[src/rtl/kexp_pkg.sv]
// Shared types and helpers for the two-share key schedule.
// Assumes byte-wide shares and the AES field polynomial x^8+x^4+x^3+x+1.
package kexp_pkg;
    localparam int BYTE_W = 8;
    localparam int ROWS   = 4;

    typedef struct packed {
        logic [BYTE_W-1:0] s1;
        logic [BYTE_W-1:0] s0;
    } share_byte_t;

    // Multiply by x in GF(2^8).
    function automatic logic [BYTE_W-1:0] gf_dbl(input logic [BYTE_W-1:0] v);
        return {v[BYTE_W-2:0], 1'b0} ^ (v[BYTE_W-1] ? 8'h1b : 8'h00);
    endfunction
endpackage

[src/rtl/kexp_phase.sv]
// Decodes the external cycle index into the phase strobes of the schedule.
// Assumes cyc_i counts 1..ROUND_LEN within a round and 0 marks an idle cycle.
module kexp_phase #(
    parameter int ROUND_LEN = 23,
    parameter int SBOX_LAT  = 2,
    parameter int KEY_BYTES = 16,
    parameter int CNT_W     = 5
) (
    input  logic             clk,
    input  logic             rst_n,
    input  logic [CNT_W-1:0] cyc_i,
    input  logic             first_i,
    output logic             emit_o,
    output logic             chain_o,
    output logic             feed_o,
    output logic [1:0]       feed_row_o,
    output logic             merge_o,
    output logic [1:0]       merge_row_o,
    output logic             rc_fire_o,
    output logic             rc_load_o
);
    import kexp_pkg::*;

    localparam int FEED_FIRST  = ROUND_LEN - (ROWS - 1) - SBOX_LAT;
    localparam int MERGE_FIRST = FEED_FIRST + SBOX_LAT;
    localparam int CHAIN_FIRST = ROWS + 1;

    logic [CNT_W-1:0] feed_off;
    logic [CNT_W-1:0] merge_off;

    // Window decode for emission, feed and merge phases.
    always_comb begin
        emit_o    = (cyc_i >= CNT_W'(1)) && (cyc_i <= CNT_W'(KEY_BYTES));
        chain_o   = emit_o && (cyc_i >= CNT_W'(CHAIN_FIRST));
        feed_o    = (cyc_i >= CNT_W'(FEED_FIRST)) &&
                    (cyc_i <= CNT_W'(FEED_FIRST + ROWS - 1));
        merge_o   = (cyc_i >= CNT_W'(MERGE_FIRST)) &&
                    (cyc_i <= CNT_W'(MERGE_FIRST + ROWS - 1));
        feed_off  = cyc_i - CNT_W'(FEED_FIRST);
        merge_off = cyc_i - CNT_W'(MERGE_FIRST);
        feed_row_o  = feed_off[1:0] + 2'd1;
        merge_row_o = merge_off[1:0];
        rc_fire_o = (cyc_i == CNT_W'(MERGE_FIRST));
        rc_load_o = first_i && (cyc_i == CNT_W'(1));
    end

    // feeding never overlaps round-key emission.
    a_r4_feed_not_emit: assert property (@(posedge clk) disable iff (!rst_n)
        feed_o |-> !emit_o);
endmodule

[src/rtl/kexp_rcon.sv]
// Round-constant register: reloads to 01 on a key load, advances after each use.
// Assumes at most one use per round; wraps from 36 back to 01.
module kexp_rcon (
    input  logic       clk,
    input  logic       rst_n,
    input  logic       rc_load_i,
    input  logic       rc_fire_i,
    output logic [7:0] rcon_o
);
    import kexp_pkg::*;

    logic [7:0] rcon_q;

    // Holds the constant for the next key computation.
    always_ff @(posedge clk) begin
        if (!rst_n)          rcon_q <= 8'h01;
        else if (rc_load_i)  rcon_q <= 8'h01;
        else if (rc_fire_i)  rcon_q <= (rcon_q == 8'h36) ? 8'h01 : gf_dbl(rcon_q);
    end

    assign rcon_o = rcon_q;

    // the constant is always one of the ten legal values.
    a_r6_rcon_legal: assert property (@(posedge clk) disable iff (!rst_n)
        rcon_q inside {8'h01, 8'h02, 8'h04, 8'h08, 8'h10, 8'h20, 8'h40,
                       8'h80, 8'h1b, 8'h36});
    // a key load restarts the sequence.
    a_r6_restart: assert property (@(posedge clk) disable iff (!rst_n)
        rc_load_i |=> rcon_q == 8'h01);
endmodule

[src/rtl/kexp_array.sv]
// Sixteen two-share key bytes: shift toward byte 0 while emitting, otherwise hold,
// except for the column-0 row that takes the merged S-box result.
// Assumes emit and merge are never active together.
module kexp_array #(
    parameter int KEY_BYTES = 16
) (
    input  logic                                clk,
    input  logic                                rst_n,
    input  logic                                emit_i,
    input  logic                                merge_i,
    input  logic [1:0]                          merge_row_i,
    input  kexp_pkg::share_byte_t               tail_i,
    input  kexp_pkg::share_byte_t               mix_i,
    output kexp_pkg::share_byte_t [KEY_BYTES-1:0] key_o
);
    import kexp_pkg::*;

    share_byte_t [KEY_BYTES-1:0] key_q;

    for (genvar j = 0; j < KEY_BYTES; j++) begin : g_byte
        share_byte_t nxt;
        if (j == KEY_BYTES - 1) begin : g_tail
            assign nxt = tail_i;
        end else begin : g_mid
            assign nxt = key_q[j+1];
        end

        if (j < ROWS) begin : g_col0
            // Column-0 byte: shift, or absorb the S-box result for its row.
            always_ff @(posedge clk) begin
                if (!rst_n)
                    key_q[j] <= '0;
                else if (emit_i)
                    key_q[j] <= nxt;
                else if (merge_i && (merge_row_i == 2'(j)))
                    key_q[j] <= key_q[j] ^ mix_i;
            end
        end else begin : g_rest
            // Other byte: shift during emission only.
            always_ff @(posedge clk) begin
                if (!rst_n)      key_q[j] <= '0;
                else if (emit_i) key_q[j] <= nxt;
            end
        end
    end

    assign key_o = key_q;
endmodule

[src/rtl/kexp_share2.sv]
// Two-share byte-serial AES-128 key schedule.
// Emits one round-key byte per cycle in cycles 1..16, feeds the rotated last column
// to an external S-box in three shares and merges its result into column 0.
// Assumes the external S-box has exactly SBOX_LAT cycles of latency.
module kexp_share2 #(
    parameter int ROUND_LEN = 23,
    parameter int SBOX_LAT  = 2,
    parameter int CNT_W     = $clog2(ROUND_LEN + 1)
) (
    input  logic             clk,
    input  logic             rst_n,
    input  logic [CNT_W-1:0] cyc_i,
    input  logic             first_i,
    input  logic [7:0]       key_in_s0,
    input  logic [7:0]       key_in_s1,
    input  logic [7:0]       rnd_i,
    input  logic [7:0]       sb_out_s0,
    input  logic [7:0]       sb_out_s1,
    input  logic [7:0]       sb_out_s2,
    output logic [7:0]       sb_in_s0,
    output logic [7:0]       sb_in_s1,
    output logic [7:0]       sb_in_s2,
    output logic             rk_valid_o,
    output logic [7:0]       rk_s0,
    output logic [7:0]       rk_s1
);
    import kexp_pkg::*;

    localparam int KEY_BYTES = 16;
    localparam int LAST_COL  = KEY_BYTES - ROWS;
    localparam int IDX_W     = $clog2(KEY_BYTES);

    logic emit, chain, feed, merge, rc_fire, rc_load;
    logic [1:0] feed_row, merge_row;
    logic [7:0] rcon;
    share_byte_t [KEY_BYTES-1:0] key_q;
    share_byte_t cur_b, tail_b, mix_b, feed_b;
    logic [IDX_W-1:0] feed_idx;

    kexp_phase #(
        .ROUND_LEN(ROUND_LEN), .SBOX_LAT(SBOX_LAT),
        .KEY_BYTES(KEY_BYTES), .CNT_W(CNT_W)
    ) u_phase (
        .clk(clk), .rst_n(rst_n), .cyc_i(cyc_i), .first_i(first_i),
        .emit_o(emit), .chain_o(chain), .feed_o(feed), .feed_row_o(feed_row),
        .merge_o(merge), .merge_row_o(merge_row),
        .rc_fire_o(rc_fire), .rc_load_o(rc_load)
    );

    kexp_rcon u_rcon (
        .clk(clk), .rst_n(rst_n), .rc_load_i(rc_load), .rc_fire_i(rc_fire),
        .rcon_o(rcon)
    );

    kexp_array #(.KEY_BYTES(KEY_BYTES)) u_array (
        .clk(clk), .rst_n(rst_n), .emit_i(emit), .merge_i(merge),
        .merge_row_i(merge_row), .tail_i(tail_b), .mix_i(mix_b), .key_o(key_q)
    );

    // Current round-key byte: head byte, chained with the updated byte one column back.
    always_comb begin
        if (first_i) begin
            cur_b.s0 = key_in_s0;
            cur_b.s1 = key_in_s1;
        end else begin
            cur_b.s0 = key_q[0].s0 ^ (chain ? key_q[LAST_COL].s0 : 8'h00);
            cur_b.s1 = key_q[0].s1 ^ (chain ? key_q[LAST_COL].s1 : 8'h00);
        end
    end

    // Write-back byte with a fresh refresh mask on both shares.
    always_comb begin
        tail_b.s0 = cur_b.s0 ^ rnd_i;
        tail_b.s1 = cur_b.s1 ^ rnd_i;
    end

    // Round-key outputs, zero outside the emission window.
    always_comb begin
        rk_valid_o = emit;
        rk_s0      = emit ? cur_b.s0 : 8'h00;
        rk_s1      = emit ? cur_b.s1 : 8'h00;
    end

    // S-box operand: rotated last column, expanded to three shares.
    always_comb begin
        feed_idx = IDX_W'(LAST_COL) + IDX_W'(feed_row);
        feed_b   = key_q[feed_idx];
        sb_in_s0 = feed ? (feed_b.s0 ^ rnd_i) : 8'h00;
        sb_in_s1 = feed ? feed_b.s1 : 8'h00;
        sb_in_s2 = feed ? rnd_i : 8'h00;
    end

    // S-box result reduced from three shares to two, plus the round constant.
    always_comb begin
        mix_b.s0 = sb_out_s0 ^ sb_out_s2 ^ (rc_fire ? rcon : 8'h00);
        mix_b.s1 = sb_out_s1;
    end

    // idle cycles drive every output to zero.
    a_r1_idle_quiet: assert property (@(posedge clk) disable iff (!rst_n)
        (cyc_i == '0) |-> (!rk_valid_o && rk_s0 == 8'h00 && rk_s1 == 8'h00 &&
                           sb_in_s0 == 8'h00 && sb_in_s1 == 8'h00 && sb_in_s2 == 8'h00));
    // during the load round the emitted value equals the supplied key byte.
    a_r2_load_pass: assert property (@(posedge clk) disable iff (!rst_n)
        (first_i && rk_valid_o) |-> ((rk_s0 ^ rk_s1) == (key_in_s0 ^ key_in_s1)));
    // the third operand share is the fresh random byte.
    a_r5_fresh_share: assert property (@(posedge clk) disable iff (!rst_n)
        (cyc_i >= CNT_W'(ROUND_LEN - 3 - SBOX_LAT) &&
         cyc_i <= CNT_W'(ROUND_LEN - SBOX_LAT)) |-> sb_in_s2 == rnd_i);
    // an idle cycle leaves the stored key untouched.
    a_r7_idle_hold: assert property (@(posedge clk) disable iff (!rst_n)
        (cyc_i == '0) |=> $stable(key_q));
endmodule

[config.mk]
export PLATFORM = sky130hd
export DESIGN_NAME = kexp_share2
export DESIGN_NICKNAME = d
export VERILOG_FILES = /design/src/rtl/kexp_pkg.sv /design/src/rtl/kexp_phase.sv /design/src/rtl/kexp_rcon.sv /design/src/rtl/kexp_array.sv /design/src/rtl/kexp_share2.sv
export SDC_FILE = /design/constraint.sdc
export NUM_CORES = 1
export LEC_CHECK = 0
export BUFFER_PORTS_ARGS = -buffer_cell sky130_fd_sc_hd__buf_2
export CELL_PAD_IN_SITES_DETAIL_PLACEMENT = 1
export CELL_PAD_IN_SITES_GLOBAL_PLACEMENT = 1
export CORE_MARGIN = 2
export CORE_UTILIZATION = 25
export CTS_BUF_LIST = sky130_fd_sc_hd__clkbuf_2
export DETAILED_ROUTE_END_ITERATION = 10
export GPL_TIMING_DRIVEN = 0
export PLACE_DENSITY = 0.53
export SYNTH_ARGS = -nofsm -noshare
export SYNTH_HDL_FRONTEND = slang
export SYNTH_SLANG_ARGS = --single-unit
[constraint.sdc]
create_clock -name clk -period 5.62 [get_ports clk]
set_input_delay 0.562 -clock clk [delete_from_list [all_inputs] [get_ports clk]]
set_output_delay 0.562 -clock clk [all_outputs]
set_load 0.005 [all_outputs]
==> metrics.txt, run 1 <==
status complete, no violations; setup_tns 0 ps; H-Tree Depth 3; Netlist cell types 51; Num CTS Buffers 82; I/O Buffers 86; root buf cell clkbuf_2; Crit. End Element output port; RePlAce Congestion 0.8248; Die W 224.5 microns; WP buf/inv 7; Placed Instances 2,240; Critical Path Stages 11; Max-slew headroom 41.09%; Core Region 0.04785 sq mm; crit-path max cell delay 560 ps; Fmax 242.8 MHz; commonest non-fill, non-tap cell in the layout nand2_1; max cap viols 0; die height 224.5 microns; R2R Setup Slk 2960 ps; die area 0.05040 sq mm; placement row count 80; CP Launch Type input pin; Cells after Synth 1,539; routed length per placed instance 19.27 microns; Max VDD drop 0.09577 mV; Hold Violations, Final 0; post-route cell area 0.01453 sq mm; Final Cycle Share 73.27%; CTS clk-pin slew, worst paths 110 ps; Setup Buffers After CTS 0; post-DP HPWL 34,690 microns; antenna violations before repair 3; DR vias 12.05k; via density per instance 4.966; Crit path max-delay family buffers and inverters; most used cell, CP buf_2; dpl cell area 0.01336 sq mm; Post-synth top flop dfxtp_1; Synthesized Nets 1,599; Pleak 5.036 nW; Ports 97; minimum clock period 4118 ps; Yosys reg bits 264; WL final 46,750 microns; Post-synth EDFFs 0; GRT Total Usage 18.60%; hold path depth 3; critical path data required time 5060 ps; TritonCTS Sinks 264; Worst EP arrival 3560 ps; Syn. warnings 0; clk buf depth 3; worst skew pair latency 1020 ps; Starting Density 25.41%; max-slew violations 0; commonest non-fill, non-tap cells in the layout nand2_1 (386), dfxtp_1 (264), a21oi_1 (228); R2R cell count 6; worst slew pin tran 883.6 ps; Pre-Repair DR Iteration Count 5; CP max stage cell clkbuf_1; CTS tree built; post_cts resized 0; global-route wire length before repair 71,860 microns; Routed Antenna Nets 0; worst path cell trace buf_2, buf_6, buf_2, inv_1, ha_1, clkbuf_1, clkbuf_1, mux4_2, xnor2_1, nor2_1, buf_2; fin cells 2,426; NumNets Final 1,802; area delta synth->final 19.50%; vias in the first global route 12.38k; Residual DRC 0; Hold Path Class input pin to register; Power Density 283.1 mW/mm^2; crit path max fanout 10; syn_area_per_cell 7.898 sq um; Async SR Flop Fraction 0%; clk_skew 54.22 ps; share of layout cells above drive strength 1 16.44%; Congestion Overflow GR 0; Setup violations, final 0; Iteration-0 DRC Markers 551; sequential fraction of the synthesis area 43.48%; Post-Synthesis Cell Area 0.01216 sq mm; RSZ-0062 raised after global routing false; largest net degree at the start of global routing 13; critical path type input pin to output port
==> through the flow <==
stage / worst slack (ps) / hold WS, ps / power (mW) / util, %
finish: 1502 / 109.9 / 4.112 / 30.36
global placement: 1543 / 439.9 / 2.429 / 27.91
global route: 1270 / 24.74 / 4.343 / 30.35
floorplan: 2484 / 432.1 / 2.252 / -
detailed placement: 1483 / 443.8 / 2.437 / 27.91
CTS: 1482 / 3.600 / 4.196 / 30.34
==> cell type report <==
class / count / area [sq um]
Sequential cell: 264 / 5285
Antenna cell: 4 / 10.01
Buffer: 125 / 595.6
Timing Repair Buffer: 119 / 760.7
Clock buffer: 125 / 625.6
Fill cell: 5907 / 33320
Inverter: 57 / 214.0
Tap cell: 615 / 769.5
Multi-Input combinational cell: 1093 / 6061
Clock inverter: 24 / 203.9
==> layer usage <==
metal | vias up | track usage, % | part of all wire [%]
met5 | - | 0 | 0
met4 | 0 | 6.067 | 2.3
met3 | 79 | 3.527 | 3.9
met2 | 240 | 30.56 | 47
met1 | 5941 | 24.56 | 47
li1 | 5787 | - | -
==> worst min-delay path: stages <==
cell and delay [ps]:
buf_1 200, o21ai_0 210, a21oi_1 70
==> final timing paths <==
kind                                          from                 end
worst max register to register  u_array.key_o[206]  u_array.key_o[254]
worst max-delay path                      cyc_i[0]         sb_in_s0[6]
worst min register to register  u_array.key_o[126]  u_array.key_o[110]
worst min-delay path                  sb_out_s1[3]   u_array.key_o[59]
==> cells by family (layout without fill, tap and decap cells) <==
group / count (synthesis) / in the layout / share of synthesized area [%]
flip-flops: 264 / 264 / 43.48
adder cells (fa/ha/maj): 4 / 4 / 0.4118
multiplexers: 17 / 17 / 3.057
AND/OR/NAND/NOR: 597 / 597 / 21.22
AO/OA/AOI/OAI: 442 / 442 / 22.79
other: 0 / 4 / 0
XOR/XNOR: 33 / 33 / 2.378
buffers and inverters: 182 / 450 / 6.660
==> Yosys cell counts, drive strengths merged, types with 2 or more instances <==
cell     count  area, sq um
xor2        10        87.58
a311oi       6        52.55
dfxtp      264         5285
or2          6        37.54
ha           4        50.05
a32oi       24        210.2
a2111oi     16        365.4
and2         9        56.30
or3         19        118.9
buf         54        329.1
xnor2       23        201.4
o221ai       5        43.79
nor3        31        160.1
a31oi       28        175.2
nor3b        3        22.52
o31ai       24        180.2
nand3        4        20.02
or4         16        120.1
inv         56        210.2
a22oi        5        37.54
and3        11        68.82
a211oi      10        75.07
nor2b        2        12.51
mux4        16        360.4
clkbuf      71        266.5
nand2      387         1455
nor4        10        75.07
nor4b        8        70.07
a21oi      228         1141
o21ai       93        465.4
nor2        87        326.6
==> power breakdown <==
| part | internal (mW) | total, mW | switching (mW) | leakage, nW |
|---|---|---|---|---|
| Combinational | 0.151 | 0.452 | 0.300 | 2.28 |
| Clock | 0.774 | 1.70 | 0.924 | 0.611 |
| Sequential | 1.91 | 1.96 | 0.0513 | 2.14 |
| Total | 2.84 | 4.11 | 1.28 | 5.04 |
==> what timing repair did <==
action	4_1_cts	5_1_grt
hold endpoints to repair	19	0
setup endpoints to repair	0	0
hold buffers	33	0
==> flip-flops by register name, summed over array words and instances (netlist names) <==
name / flops
u_rcon.rcon_o: 8
u_array.key_o: 256
Note: power is estimated with default switching activity, not from simulation.
==> run 2: changes to the inputs <==
- PLACE_DENSITY: 0.53 -> 0.54
- clock period: 5.62 -> 3.4 ns (I/O delays scaled with it)
==> metrics.txt, run 2 (synthesis gave the netlist of run 1 again) <==
critical path type input pin to output port; largest net degree at the start of global routing 12; Residual DRC 0; DR vias 12.07k; Iteration-0 DRC Markers 588; Crit. End Element output port; die area 0.05040 sq mm; CP max stage cell clkbuf_1; max cap viols 0; PnR Total Power 6.552 mW; WP buf/inv 6; WHS 97.81 ps; fillers 5,905; root buf cell clkbuf_2; Crit path max-delay family buffers and inverters; Starting Density 25.41%; Num CTS Buffers 79; Hold Violations, Final 0; vias in the first global route 12.51k; Die W 224.5 microns; Ports 97; via density per instance 4.937; crit-path max cell delay 550 ps; WL final 46,590 microns; TritonCTS Sinks 264; Power Density 445.9 mW/mm^2; critical path data required time 3060 ps; status complete, no violations; Max-slew headroom 45.34%; clk_skew 60.74 ps; CTS tree built; GRT Total Usage 18.57%; worst path cell trace buf_2, buf_6, nor4_2, mux2_2, clkinv_1, clkbuf_1, clkbuf_1, buf_2; RSZ-0062 raised after global routing false; die height 224.5 microns; routed length per placed instance 19.06 microns; Hold Path Class input pin to register; post-DP HPWL 34,450 microns; CP Launch Type input pin; Final WS setup 183.7 ps; antenna violations before repair 2; Worst EP arrival 2880 ps; placement row count 80; R2R Setup Slk 790 ps; crit path max fanout 10; Core Region 0.04785 sq mm; global-route wire length before repair 72,320 microns; RePlAce Congestion 0.8174; minimum clock period 3216 ps; Max VDD drop 0.1534 mV; NumNets Final 1,826; Final Cycle Share 94.60%; worst slew pin tran 819.9 ps; max reg flops 256; clk buf depth 3; commonest non-fill, non-tap cell in the layout nand2_1; dpl ws -255.8 ps; Congestion Overflow GR 0; area delta synth->final 20.87%; CTS clk-pin slew, worst paths 80 ps; share of layout cells above drive strength 1 15.94%; Setup violations, final 0; Pleak 5.092 nW; Pre-Repair DR Iteration Count 5; Fmax 310.9 MHz; max-slew violations 0; Routed Antenna Nets 0; commonest non-fill, non-tap cells in the layout nand2_1 (386), dfxtp_1 (264), a21oi_1 (228); H-Tree Depth 3; I/O Buffers 86; worst skew pair latency 970 ps
run 2: area by class of cell:
| class | count | area (sq um) | area share [%] |
|---|---|---|---|
| Clock buffer | 121 | 605.6 | 4.122 |
| Inverter | 57 | 214.0 | 1.456 |
| Clock inverter | 20 | 113.9 | 0.7749 |
| Timing Repair Buffer | 147 | 1041 | 7.085 |
| Tap cell | 615 | 769.5 | 5.237 |
| Antenna cell | 3 | 7.507 | 0.05109 |
| Multi-Input combinational cell | 1093 | 6061 | 41.25 |
| Sequential cell | 264 | 5285 | 35.97 |
| Buffer | 124 | 595.6 | 4.053 |
run 2: routing by layer:
metal	routed length (microns)	GRT usage, %
met5	0	0
met1	22090	24.84
met4	1178	6.174
met3	1891	3.462
met2	21430	30.08
run 2: worst register-to-register path, cell delays in order, from the launching register on:
cell	delay (ps)
dfxtp_1	550
inv_1	140
a2111oi_4	410
or4_1	170
dlygate4sd3_1	530
a31oi_1	80
dlygate4sd3_1	600
run 2: worst paths after layout:
path                        endpoint  cells after the start               start
setup / recovery          rk_valid_o                      8            cyc_i[0]
hold / removal      u_array.key_o[3]                      6        sb_out_s2[3]
setup reg to reg  u_array.key_o[249]                      6  u_array.key_o[201]
hold reg to reg   u_array.key_o[107]                      2  u_array.key_o[123]
run 2: metrics by stage:
step                std cells  area [sq um]  TNS (ps)  utilization (%)
floorplan                1539         12160         0                -
global placement         2240         13360     -1783            27.91
detailed placement       2240         13360     -1960            27.91
CTS                      2441         14680         0            30.69
global route             2444         14690         0            30.71
finish                   2444         14690         0            30.71
run 2: repair_timing:
action,4_1_cts,5_1_grt
buffers inserted,0,0
hold buffers,61,0
resized for setup,1,1
hold endpoints to repair,69,0
setup endpoints to repair,10,1
run 2: power by group:
part	switching (mW)	leakage [nW]	internal, mW
registers	0.0849	2.14	3.16
clock network	1.51	0.546	1.02
logic	0.500	2.41	0.279
